**src/rtl/irq_cascade_pkg.sv**
```systemverilog
// Shared constants for the cascaded interrupt cause controller.
// Assumes 32-bit cause words and a 7-bit vector space of 0..95.
package irq_cascade_pkg;
    localparam int WORD_W       = 32;
    localparam int VEC_W        = 7;
    localparam int SUM_LSB      = 24;
    localparam int SUM_NUM      = 4;
    localparam int DB_BIT       = 28;
    localparam int ADDR_W       = 3;

    localparam logic [WORD_W-1:0] LO_VALID  = 32'h3DFF_FFFE;
    localparam logic [WORD_W-1:0] HI_VALID  = 32'h1F00_03F7;
    localparam logic [WORD_W-1:0] SUM_FIELD = WORD_W'(((1 << SUM_NUM) - 1) << SUM_LSB);
    localparam logic [WORD_W-1:0] HI_MASK_RST = SUM_FIELD;

    localparam logic [WORD_W-1:0] SPURIOUS_WORD = 32'h4000_007F;

    localparam logic [ADDR_W-1:0] A_MASK_LO   = 3'd0;
    localparam logic [ADDR_W-1:0] A_MASK_HI   = 3'd1;
    localparam logic [ADDR_W-1:0] A_PIN_MASK  = 3'd2;
    localparam logic [ADDR_W-1:0] A_PIN_CAUSE = 3'd3;
    localparam logic [ADDR_W-1:0] A_DB_MASK   = 3'd4;
    localparam logic [ADDR_W-1:0] A_VEC0      = 3'd5;
    localparam logic [ADDR_W-1:0] A_VEC1      = 3'd6;

    // Build a vector word: valid flag, or the spurious code.
    function automatic logic [WORD_W-1:0] pack_vec(input logic ok, input logic [VEC_W-1:0] v);
        return ok ? {1'b1, 1'b0, {(WORD_W-2-VEC_W){1'b0}}, v} : SPURIOUS_WORD;
    endfunction
endpackage

```
**src/rtl/lowest_set.sv**
```systemverilog
// Finds the lowest set bit of a request vector.
// Assumes W is at least 2; idx is zero when hit is low.
module lowest_set #(
    parameter int W  = 32,
    parameter int IW = $clog2(W)
) (
    input  logic [W-1:0]  req,
    output logic          hit,
    output logic [IW-1:0] idx
);
    // Scan from the top so the lowest set index is written last.
    always_comb begin
        idx = '0;
        for (int i = W - 1; i >= 0; i--) begin
            if (req[i]) idx = IW'(i);
        end
        hit = |req;
    end
endmodule

```
**src/rtl/pin_cause_bank.sv**
```systemverilog
// Sticky pin cause register with write-zero-to-clear and group summaries.
// Assumes W is a multiple of GROUPS; an asserted input beats a clear.
module pin_cause_bank #(
    parameter int W      = 32,
    parameter int GROUPS = 4
) (
    input  logic              clk,
    input  logic              rst_n,
    input  logic [W-1:0]      pin_src,
    input  logic              clr_we,
    input  logic [W-1:0]      clr_data,
    output logic [W-1:0]      cause,
    output logic [GROUPS-1:0] summary
);
    localparam int GW = W / GROUPS;

    logic [W-1:0] cause_q;

    // Hold each set bit, drop it on a zero write, set it while its input is high.
    always_ff @(posedge clk) begin
        if (!rst_n) cause_q <= '0;
        else        cause_q <= (cause_q & (clr_we ? clr_data : {W{1'b1}})) | pin_src;
    end

    assign cause = cause_q;

    // One summary per group of pins, unmasked.
    for (genvar g = 0; g < GROUPS; g++) begin : g_sum
        assign summary[g] = |cause_q[g*GW +: GW];
    end
endmodule

```
**src/rtl/vector_resolver.sv**
```systemverilog
// Combinational priority search over low word, high word, then pin cause.
// Assumes the high cause already carries the pin summaries in its field.
module vector_resolver
    import irq_cascade_pkg::*;
(
    input  logic [WORD_W-1:0] lo_cause,
    input  logic [WORD_W-1:0] hi_cause,
    input  logic [WORD_W-1:0] pin_cause,
    input  logic [WORD_W-1:0] mask_lo,
    input  logic [WORD_W-1:0] mask_hi,
    input  logic [WORD_W-1:0] pin_mask,
    input  logic              db_en,
    output logic [WORD_W-1:0] word0,
    output logic [WORD_W-1:0] word1,
    output logic              any0,
    output logic              any1
);
    localparam int IW = $clog2(WORD_W);
    localparam logic [IW-1:0] SUM_FIRST = IW'(SUM_LSB);
    localparam logic [IW-1:0] SUM_LAST  = IW'(SUM_LSB + SUM_NUM - 1);

    logic [WORD_W-1:0] lo_eff, hi_eff, pin_eff;
    logic              lo_hit, hi_hit, pin_hit;
    logic [IW-1:0]     lo_idx, hi_idx, pin_idx;
    logic              ok0;
    logic [VEC_W-1:0]  vec0;

    assign lo_eff  = lo_cause & LO_VALID & mask_lo;
    assign hi_eff  = hi_cause & HI_VALID & mask_hi;
    assign pin_eff = pin_cause & pin_mask;

    lowest_set #(.W(WORD_W)) u_lo  (.req(lo_eff),  .hit(lo_hit),  .idx(lo_idx));
    lowest_set #(.W(WORD_W)) u_hi  (.req(hi_eff),  .hit(hi_hit),  .idx(hi_idx));
    lowest_set #(.W(WORD_W)) u_pin (.req(pin_eff), .hit(pin_hit), .idx(pin_idx));

    // Stage selection: low first, then high, cascading into pins on a summary.
    always_comb begin
        ok0  = 1'b0;
        vec0 = '0;
        if (lo_hit) begin
            ok0  = 1'b1;
            vec0 = {2'b00, lo_idx};
        end else if (hi_hit) begin
            if (hi_idx >= SUM_FIRST && hi_idx <= SUM_LAST) begin
                ok0  = pin_hit;
                vec0 = {2'b10, pin_idx};
            end else begin
                ok0  = 1'b1;
                vec0 = {2'b01, hi_idx};
            end
        end
    end

    assign word0 = pack_vec(ok0, vec0);
    assign any0  = lo_hit | hi_hit;
    assign any1  = lo_cause[DB_BIT] & db_en;
    assign word1 = pack_vec(any1, VEC_W'(DB_BIT));
endmodule

```
**src/rtl/irq_cascade_ctrl.sv**
```systemverilog
// Top of the cascaded interrupt cause controller: cause registers, masks,
// register port and registered per-processor interrupt lines.
// Assumes level-sensitive sources already synchronous to clk.
module irq_cascade_ctrl
    import irq_cascade_pkg::*;
(
    input  logic              clk,
    input  logic              rst_n,
    input  logic [31:0]       lo_src,
    input  logic [31:0]       hi_src,
    input  logic [31:0]       pin_src,
    input  logic              wr_en,
    input  logic [2:0]        wr_addr,
    input  logic [31:0]       wr_data,
    input  logic [2:0]        rd_addr,
    output logic [31:0]       rd_data,
    output logic              irq_cpu0,
    output logic              irq_cpu1
);
    logic [WORD_W-1:0]  lo_cause, hi_q, hi_cause;
    logic [WORD_W-1:0]  mask_lo, mask_hi, pin_mask;
    logic               db_en;
    logic [WORD_W-1:0]  pin_cause;
    logic [SUM_NUM-1:0] summary;
    logic [WORD_W-1:0]  vec0_word, vec1_word;
    logic               any0, any1;
    logic               pin_clr_we;

    // Register the main-word level sources once.
    always_ff @(posedge clk) begin
        if (!rst_n) begin
            lo_cause <= '0;
            hi_q     <= '0;
        end else begin
            lo_cause <= lo_src;
            hi_q     <= hi_src;
        end
    end

    // Mask and doorbell-enable registers written through the register port.
    always_ff @(posedge clk) begin
        if (!rst_n) begin
            mask_lo  <= '0;
            mask_hi  <= HI_MASK_RST;
            pin_mask <= '0;
            db_en    <= 1'b0;
        end else if (wr_en) begin
            case (wr_addr)
                A_MASK_LO:  mask_lo  <= wr_data;
                A_MASK_HI:  mask_hi  <= wr_data;
                A_PIN_MASK: pin_mask <= wr_data;
                A_DB_MASK:  db_en    <= wr_data[0];
                default: ;
            endcase
        end
    end

    assign pin_clr_we = wr_en && (wr_addr == A_PIN_CAUSE);

    pin_cause_bank #(.W(WORD_W), .GROUPS(SUM_NUM)) u_pins (
        .clk      (clk),
        .rst_n    (rst_n),
        .pin_src  (pin_src),
        .clr_we   (pin_clr_we),
        .clr_data (wr_data),
        .cause    (pin_cause),
        .summary  (summary)
    );

    // Replace the high-word summary field with the pin group summaries.
    assign hi_cause = (hi_q & ~SUM_FIELD) | (WORD_W'(summary) << SUM_LSB);

    vector_resolver u_res (
        .lo_cause  (lo_cause),
        .hi_cause  (hi_cause),
        .pin_cause (pin_cause),
        .mask_lo   (mask_lo),
        .mask_hi   (mask_hi),
        .pin_mask  (pin_mask),
        .db_en     (db_en),
        .word0     (vec0_word),
        .word1     (vec1_word),
        .any0      (any0),
        .any1      (any1)
    );

    // Register the interrupt lines one cycle behind the resolver.
    always_ff @(posedge clk) begin
        if (!rst_n) begin
            irq_cpu0 <= 1'b0;
            irq_cpu1 <= 1'b0;
        end else begin
            irq_cpu0 <= any0;
            irq_cpu1 <= any1;
        end
    end

    // Read multiplexer for the register port.
    always_comb begin
        case (rd_addr)
            A_MASK_LO:   rd_data = mask_lo;
            A_MASK_HI:   rd_data = mask_hi;
            A_PIN_MASK:  rd_data = pin_mask;
            A_PIN_CAUSE: rd_data = pin_cause;
            A_DB_MASK:   rd_data = {31'b0, db_en};
            A_VEC0:      rd_data = vec0_word;
            A_VEC1:      rd_data = vec1_word;
            default:     rd_data = '0;
        endcase
    end
endmodule

```
**config.mk**
```make
export PLATFORM = sky130hd
export DESIGN_NAME = irq_cascade_ctrl
export DESIGN_NICKNAME = d
export VERILOG_FILES = /design/src/rtl/irq_cascade_pkg.sv /design/src/rtl/lowest_set.sv /design/src/rtl/pin_cause_bank.sv /design/src/rtl/vector_resolver.sv /design/src/rtl/irq_cascade_ctrl.sv
export SDC_FILE = /design/constraint.sdc
export NUM_CORES = 1
export LEC_CHECK = 0
export ABC_CLOCK_PERIOD_IN_PS = 2240
export BUFFER_PORTS_ARGS = -buffer_cell sky130_fd_sc_hd__buf_2
export CAP_MARGIN = 0
export CORE_ASPECT_RATIO = 0.9
export CORE_MARGIN = 10
export CORE_UTILIZATION = 55
export CTS_CLUSTER_SIZE = 8
export DETAILED_ROUTE_END_ITERATION = 8
export PLACE_DENSITY = 0.81
export SYNTH_ARGS = -nofsm -noshare
export SYNTH_HDL_FRONTEND = slang
export SYNTH_SLANG_ARGS = --single-unit
```
**constraint.sdc**
```tcl
create_clock -name clk -period 2.24 [get_ports clk]
set_input_delay 0.112 -clock clk [delete_from_list [all_inputs] [get_ports clk]]
set_output_delay 0.112 -clock clk [all_outputs]
set_load 0.05 [all_outputs]
```
==> flow_metrics.py, run 1 <==
metrics = {
    "status": {
        "status": "finished, violations left",
        "failed_checks": "setup timing",
    },
    "power_and_ir_drop": {
        "vdd_drop_max_mv": 0.606,
        "p_per_area_nw_per_um2": 609,
        "total_power_w": 0.00733,
        "p_leak_nw": 5.09,
    },
    "layout": {
        "n_fill_cell": 847,
        "area_delta_synth_final_pct": 48.6,
        "fin_nets": 1500,
        "drive_gt1_frac": 0.287,
        "post-route-util": 0.846,
        "regArea_um2": 3390,
        "multiInputGateArea_um2": 4720,
    },
    "clocking": {
        "clock_path_buffers": 2,
        "worstSkewPairLatency_ps": 440,
        "cts_num_sinks": 169,
        "htree_num_levels": 4,
        "path_clk_slew_ps": 60,
        "tritoncts": "yes",
        "cts_buffers": 17,
        "cts_root_buf": "clkbuf_16",
    },
    "sta": {
        "finalHoldViolCount": 0,
        "period_minus_slack_ps": 2790,
        "relSlewSlack": 0.390,
        "fmax_ghz": 0.358,
        "rsz0062_at_grt": "true",
        "postLayoutSetupSlackWorst_ps": -554,
        "finalSetupViolCount": 9,
        "fin_crit_sh": 1.25,
        "fin_skew_ps": 8.62,
        "slew_viol_final": 0,
        "tightestPinTransition_ps": 915,
    },
    "global_routing": {
        "antenna_found_initial": 0,
        "grt_use_total": 0.340,
        "grt_max_degree": 59,
        "gr-total-overflow": 0,
        "first_global_vias": 9809,
        "grt_pass1_wl_mm": 53.6,
    },
    "yosys": {
        "ys_warn_count": 0,
        "synthFlopType": "dfxtp_1",
        "netlist_top_cells_area": "dfxtp_1 42%, nand2_1 13%, a21boi_0 8.8%",
        "synth_top_area_frac": 0.418,
        "synth-async-reset-ratio": 0,
        "synth_nets": 1124,
        "syn_inst": 987,
        "synth_cell_types": 64,
        "synth_area_leader_cell": "dfxtp_1",
        "avgSynthCellArea_um2": 8.20,
        "synth_area_um2": 8090,
        "synth.ff_latch_count": 169,
        "ys_seq_area_frac": 0.418,
        "synth-edff-count": 0,
    },
    "die": {
        "start_util": 0.570,
        "io_pins": 171,
        "core_area_um2": 14200,
        "dieHeight_um": 135,
        "row_count": 41,
        "die_w_um": 148,
        "die_area_um2": 20000,
    },
    "place": {
        "numPortBuffers": 144,
        "dp_hpwl_mm": 21.8,
        "gp_congestion": 1.04,
    },
    "routing": {
        "vias": 9842,
        "ant_nets": 0,
        "drtPass1Iterations": 8,
        "wire_per_inst_um": 22.4,
        "routed_via_density": 6.27,
        "drc": 0,
        "finalWirelength_mm": 35.1,
        "drt-initial-drc-count": 1251,
    },
    "critical_path": {
        "critPathKind": "reg2out",
        "r2r_cells": 7,
        "r2r-start": "lo_cause[21]",
        "crit_fanout": 6,
        "required_ps": 2130,
        "cp-start-kind": "register",
        "cp-end-kind": "output port",
        "timing.rr.end": "irq_cpu0",
        "worstPathArrival_ps": 2680,
        "r2r_slack_ps": 140,
    },
    "hold_path": {
        "hp-class": "in2reg",
        "min_from": "rst_n",
        "whs_endpoint": "mask_hi[26]",
        "whs_path_depth": 2,
    },
    "flow_run": {
        "cap_violations": 0,
    },
}
==> layer usage <==
| metal | up-vias | routed length [µm] | global-route usage | share of wire |
|---|---|---|---|---|
| li1 | 4280 | - | - | - |
| met1 | 4621 | 13400 | 0.412 | 0.38 |
| met2 | 779 | 15900 | 0.543 | 0.45 |
| met3 | 162 | 4410 | 0.103 | 0.13 |
| met4 | 0 | 1470 | 0.158 | 0.042 |
| met5 | - | 0 | 0 | 0 |
==> report_power, final <==
part	switching, W	total (W)	internal (W)	leakage, nW
clock network	0.00123	0.00275	0.00152	0.258
logic	0.000710	0.00135	0.000639	3.45
registers	0.000105	0.00323	0.00313	1.39
==> worst max path at each step <==
stage                                 from    endpoint  slack, ps  depth (start not counted)
after global placement    u_pins.cause[11]  rd_data[4]       -220                          8
after floorplan           u_pins.cause[17]  rd_data[2]       -260                          7
final                     u_pins.cause[19]  rd_data[4]       -550                          8
after CTS                 u_pins.cause[22]  rd_data[1]       -560                          8
after global routing      u_pins.cause[19]  rd_data[4]       -620                          8
after detailed placement  u_pins.cause[11]  rd_data[4]       -260                          8
==> repair_timing <==
action | CTS | global route
resized for setup | 31 | 25
setup buffers | 2 | 3
hold buffers | 102 | 0
pin swaps | 14 | 19
hold endpoints to repair | 159 | 0
setup endpoints to repair | 9 | 9
==> registers in the layout, indices dropped and copies added, names as in the netlist <==
| register | flops |
|---|---|
| hi_q | 10 |
| mask_hi | 32 |
| mask_lo | 32 |
| irq_cpu0 | 1 |
| pin_mask | 32 |
| db_en | 1 |
| irq_cpu1 | 1 |
| lo_cause | 28 |
| u_pins.cause | 32 |
==> layout by cell type, fill, tap and decap left out, types with 4 or more instances in the layout <==
cell type      instances
nand2b_1               5
a32o_1                 6
a22o_1                 9
o21ai_0               11
nand4_1                8
and2_1                44
a31oi_1                5
clkbuf_16             17
a21boi_0              93
nand2_1              279
nor2_1                18
o21a_1                64
clkbuf_8               4
nor3_1                 5
a21oi_1               20
mux2i_1                5
nand3_1               13
dfxtp_2                7
buf_6                 10
a22oi_2                9
o211ai_1               5
dfxtp_1              162
buf_4                162
buf_12                 5
a22oi_1               68
nor2b_1                4
inv_1                  4
dlygate4sd3_1        102
nor4_2                 5
buf_2                134
==> cell usage after synthesis (2+ instances only) <==
master,count
o21ai_0,15
nor3b_1,2
nand2b_1,6
o21a_1,64
a22oi_1,76
and3_1,4
a22o_1,9
nor4_1,8
a21oi_1,22
a32oi_1,4
mux4_2,2
mux2i_1,5
nand4b_1,3
clkbuf_1,54
a31oi_1,5
mux2_2,3
o211ai_1,5
nor2_1,19
nand4_1,8
a21o_1,2
nand2_1,281
dfxtp_1,169
a221o_1,3
nor2b_1,4
a221oi_1,2
o22a_1,2
o31ai_1,2
nand3_1,15
buf_1,2
inv_1,4
a32o_1,6
nor3_1,8
a21boi_0,95
o2111ai_1,2
and3b_1,2
a222oi_1,3
and2_1,44
==> through the flow <==
step	hold slack (ps)	instance area [µm²]	std cells	worst slack, ps	TNS (ps)
floorplan	234	8160	987	-257	-781
global placement	318	10200	1430	-221	-1300
detailed placement	322	10200	1430	-260	-1530
CTS	111	11900	1564	-556	-4160
global route	147	12000	1567	-620	-4930
finish	135	12000	1570	-554	-4350
==> critical path, cell delays in order (launching register included) <==
cell and delay [ps]:
dfxtp_2 320, or4_4 560, o21ai_4 170, and4bb_4 300
nand4_1 190, a21oi_2 240, o211ai_1 140, o2111ai_2 130
buf_6 200
==> cells by family after synthesis <==
kind of cell           after synthesis  synth area share
buffers and inverters               60            0.0278
multiplexers                        10            0.0159
flip-flops                         169             0.418
AO/OA/AOI/OAI                      333             0.307
AND/OR/NAND/NOR                    415             0.232
==> layout make-up <==
class | instances | area share
Multi-Input combinational cell | 758 | 0.392
Tap cell | 193 | 0.0201
Timing Repair Buffer | 413 | 0.259
Sequential cell | 169 | 0.282
Clock buffer | 24 | 0.0409
Clock inverter | 6 | 0.00354
Antenna cell | 3 | 0.000624
Inverter | 4 | 0.00125
(Power assumes the default switching activity.)
==> run 2, diff against run 1 <==
Settings changed: CORE_UTILIZATION 55 to 27, PLACE_DENSITY 0.81 to 0.46, SKIP_CTS_REPAIR_TIMING set to 1.
==> run 2 against run 1 <==
Compared with the run above:
- the run ends with hold timing, setup timing left
- utilization is 42 points lower
- via count is 11% lower
- first-iteration DRC count is 58% lower
- maximum frequency is 3.7% lower
- die area is 87% higher
- sequential power hardly changed
==> flow_metrics.py, run 2 (synthesis results as in run 1) <==
metrics = {
    "place": {
        "dp_hpwl_mm": 25.6,
        "dp.cells": 1668,
        "gp_congestion": 0.862,
        "numPortBuffers": 144,
    },
    "clocking": {
        "path_clk_slew_ps": 60,
        "tritoncts": "yes",
        "clock_path_buffers": 2,
        "worstSkewPairLatency_ps": 450,
        "cts_root_buf": "clkbuf_16",
        "cts_num_sinks": 169,
        "htree_num_levels": 4,
        "cts_buffers": 17,
    },
    "critical_path": {
        "cp-end-kind": "output port",
        "crit_fanout": 7,
        "required_ps": 2130,
        "r2r_slack_ps": 110,
        "worstPathArrival_ps": 2790,
        "critPathKind": "reg2out",
        "cp-start-kind": "register",
    },
    "sta": {
        "postLayoutSetupSlackWorst_ps": -662,
        "fin_skew_ps": 8.25,
        "fmax_ghz": 0.345,
        "hold_ws_ps": -42.9,
        "tightestPinTransition_ps": 911,
        "period_minus_slack_ps": 2900,
        "setup_tns_ps": -5080,
        "fin_crit_sh": 1.30,
        "finalSetupViolCount": 9,
        "rsz0062_at_grt": "true",
        "slew_viol_final": 0,
        "finalHoldViolCount": 3,
        "relSlewSlack": 0.392,
    },
    "global_routing": {
        "grt_pass1_wl_mm": 51.5,
        "antenna_found_initial": 0,
        "grt_use_total": 0.180,
        "first_global_vias": 8563,
        "grt_max_degree": 55,
        "grtUsageMet1": 0.234,
        "use_met2": 0.302,
        "gr-total-overflow": 0,
        "top_usage_layer": "met2",
        "met3_usage": 0.0353,
    },
    "routing": {
        "ant_nets": 0,
        "drc": 0,
        "drt-initial-drc-count": 525,
        "vias": 8731,
        "finalWirelength_mm": 34.8,
        "drtPass1Iterations": 5,
        "routed_via_density": 4.83,
        "wire_per_inst_um": 19.2,
    },
    "die": {
        "start_util": 0.272,
        "dieHeight_um": 184,
        "die_w_um": 202,
        "row_count": 60,
        "io_pins": 171,
        "die_area_um2": 37300,
        "core_area_um2": 29700,
    },
    "hold_path": {
        "hp-class": "in2reg",
    },
    "power_and_ir_drop": {
        "vdd_drop_max_mv": 0.565,
        "total_power_w": 0.00780,
        "p_leak_nw": 5.29,
        "p_per_area_nw_per_um2": 617,
    },
    "layout": {
        "area_delta_synth_final_pct": 56.2,
        "post-route-util": 0.425,
        "drive_gt1_frac": 0.307,
        "final_cells": 1808,
        "final_cell_mix": "280 x nand2_1, 187 x buf_4, 158 x dfxtp_1",
        "fin_nets": 1529,
        "mostFrequentLayoutCell": "nand2_1",
        "n_antenna_cell": 0,
    },
    "status": {
        "failed_checks": "hold timing, setup timing",
        "status": "finished, violations left",
    },
    "flow_run": {
        "cap_violations": 0,
    },
}
==> run 2: cell count changes in the layout (fill, tap and decap cells not counted), sizes merged <==
cell         previous run  this run
buf                   311       341
clkbuf                 24        18
bufinv                  0         4
diode                   3         0
inv                     4         7
clkinvlp                2         3
dlygate4sd3           102       101
==> run 2: final timing paths <==
check                                       from          end  depth (start not counted)
worst max-delay path            u_pins.cause[23]  rd_data[31]                         10
worst min-delay path                  wr_data[3]   mask_hi[3]                          3
worst min register to register       mask_hi[23]  mask_hi[23]                          2
worst max register to register       mask_lo[21]     irq_cpu0                          7
==> run 2: through the flow <==
stage | hold slack [ps] | setup slack, ps | cell area, µm²
floorplan | 234 | -257 | 8160
global placement | 318 | -344 | 10700
detailed placement | 317 | -339 | 10700
CTS | -143 | -827 | 11300
global route | 4.86 | -747 | 12600
finish | -42.9 | -662 | 12600
==> run 2: area by class of cell <==
| class | instances | area [µm²] |
|---|---|---|
| fill | 3032 | 17100 |
| multi-input combinational | 758 | 4720 |
| sequential | 169 | 3400 |
| timing repair buffer | 442 | 3380 |
| tap | 403 | 504 |
| clock buffer | 18 | 429 |
| clock inverter | 14 | 196 |
| inverter | 4 | 15.0 |
==> run 2: power by group <==
| part | leakage, nW | total, W | internal [W] | switching [W] |
|---|---|---|---|---|
| registers | 1.39 | 0.00322 | 0.00312 | 0.0000911 |
| clock network | 0.297 | 0.00323 | 0.00188 | 0.00135 |
| logic | 3.60 | 0.00136 | 0.000660 | 0.000700 |
==> run 2: layer usage <==
layer / up-vias / routed length, µm
met5: - / 0
met4: 0 / 374
met3: 23 / 1600
met2: 223 / 16600
met1: 4136 / 16200
li1: 4349 / -
==> run 2: critical path, stage by stage, from the launching register on <==
cell and delay (ps):
dfxtp_2 330, or4_4 540, o21ai_4 200, and4bb_4 320, nand2b_4 140, a21o_1 140, buf_4 130, nor2_4 30
o211ai_1 220, buf_4 170, buf_12 120
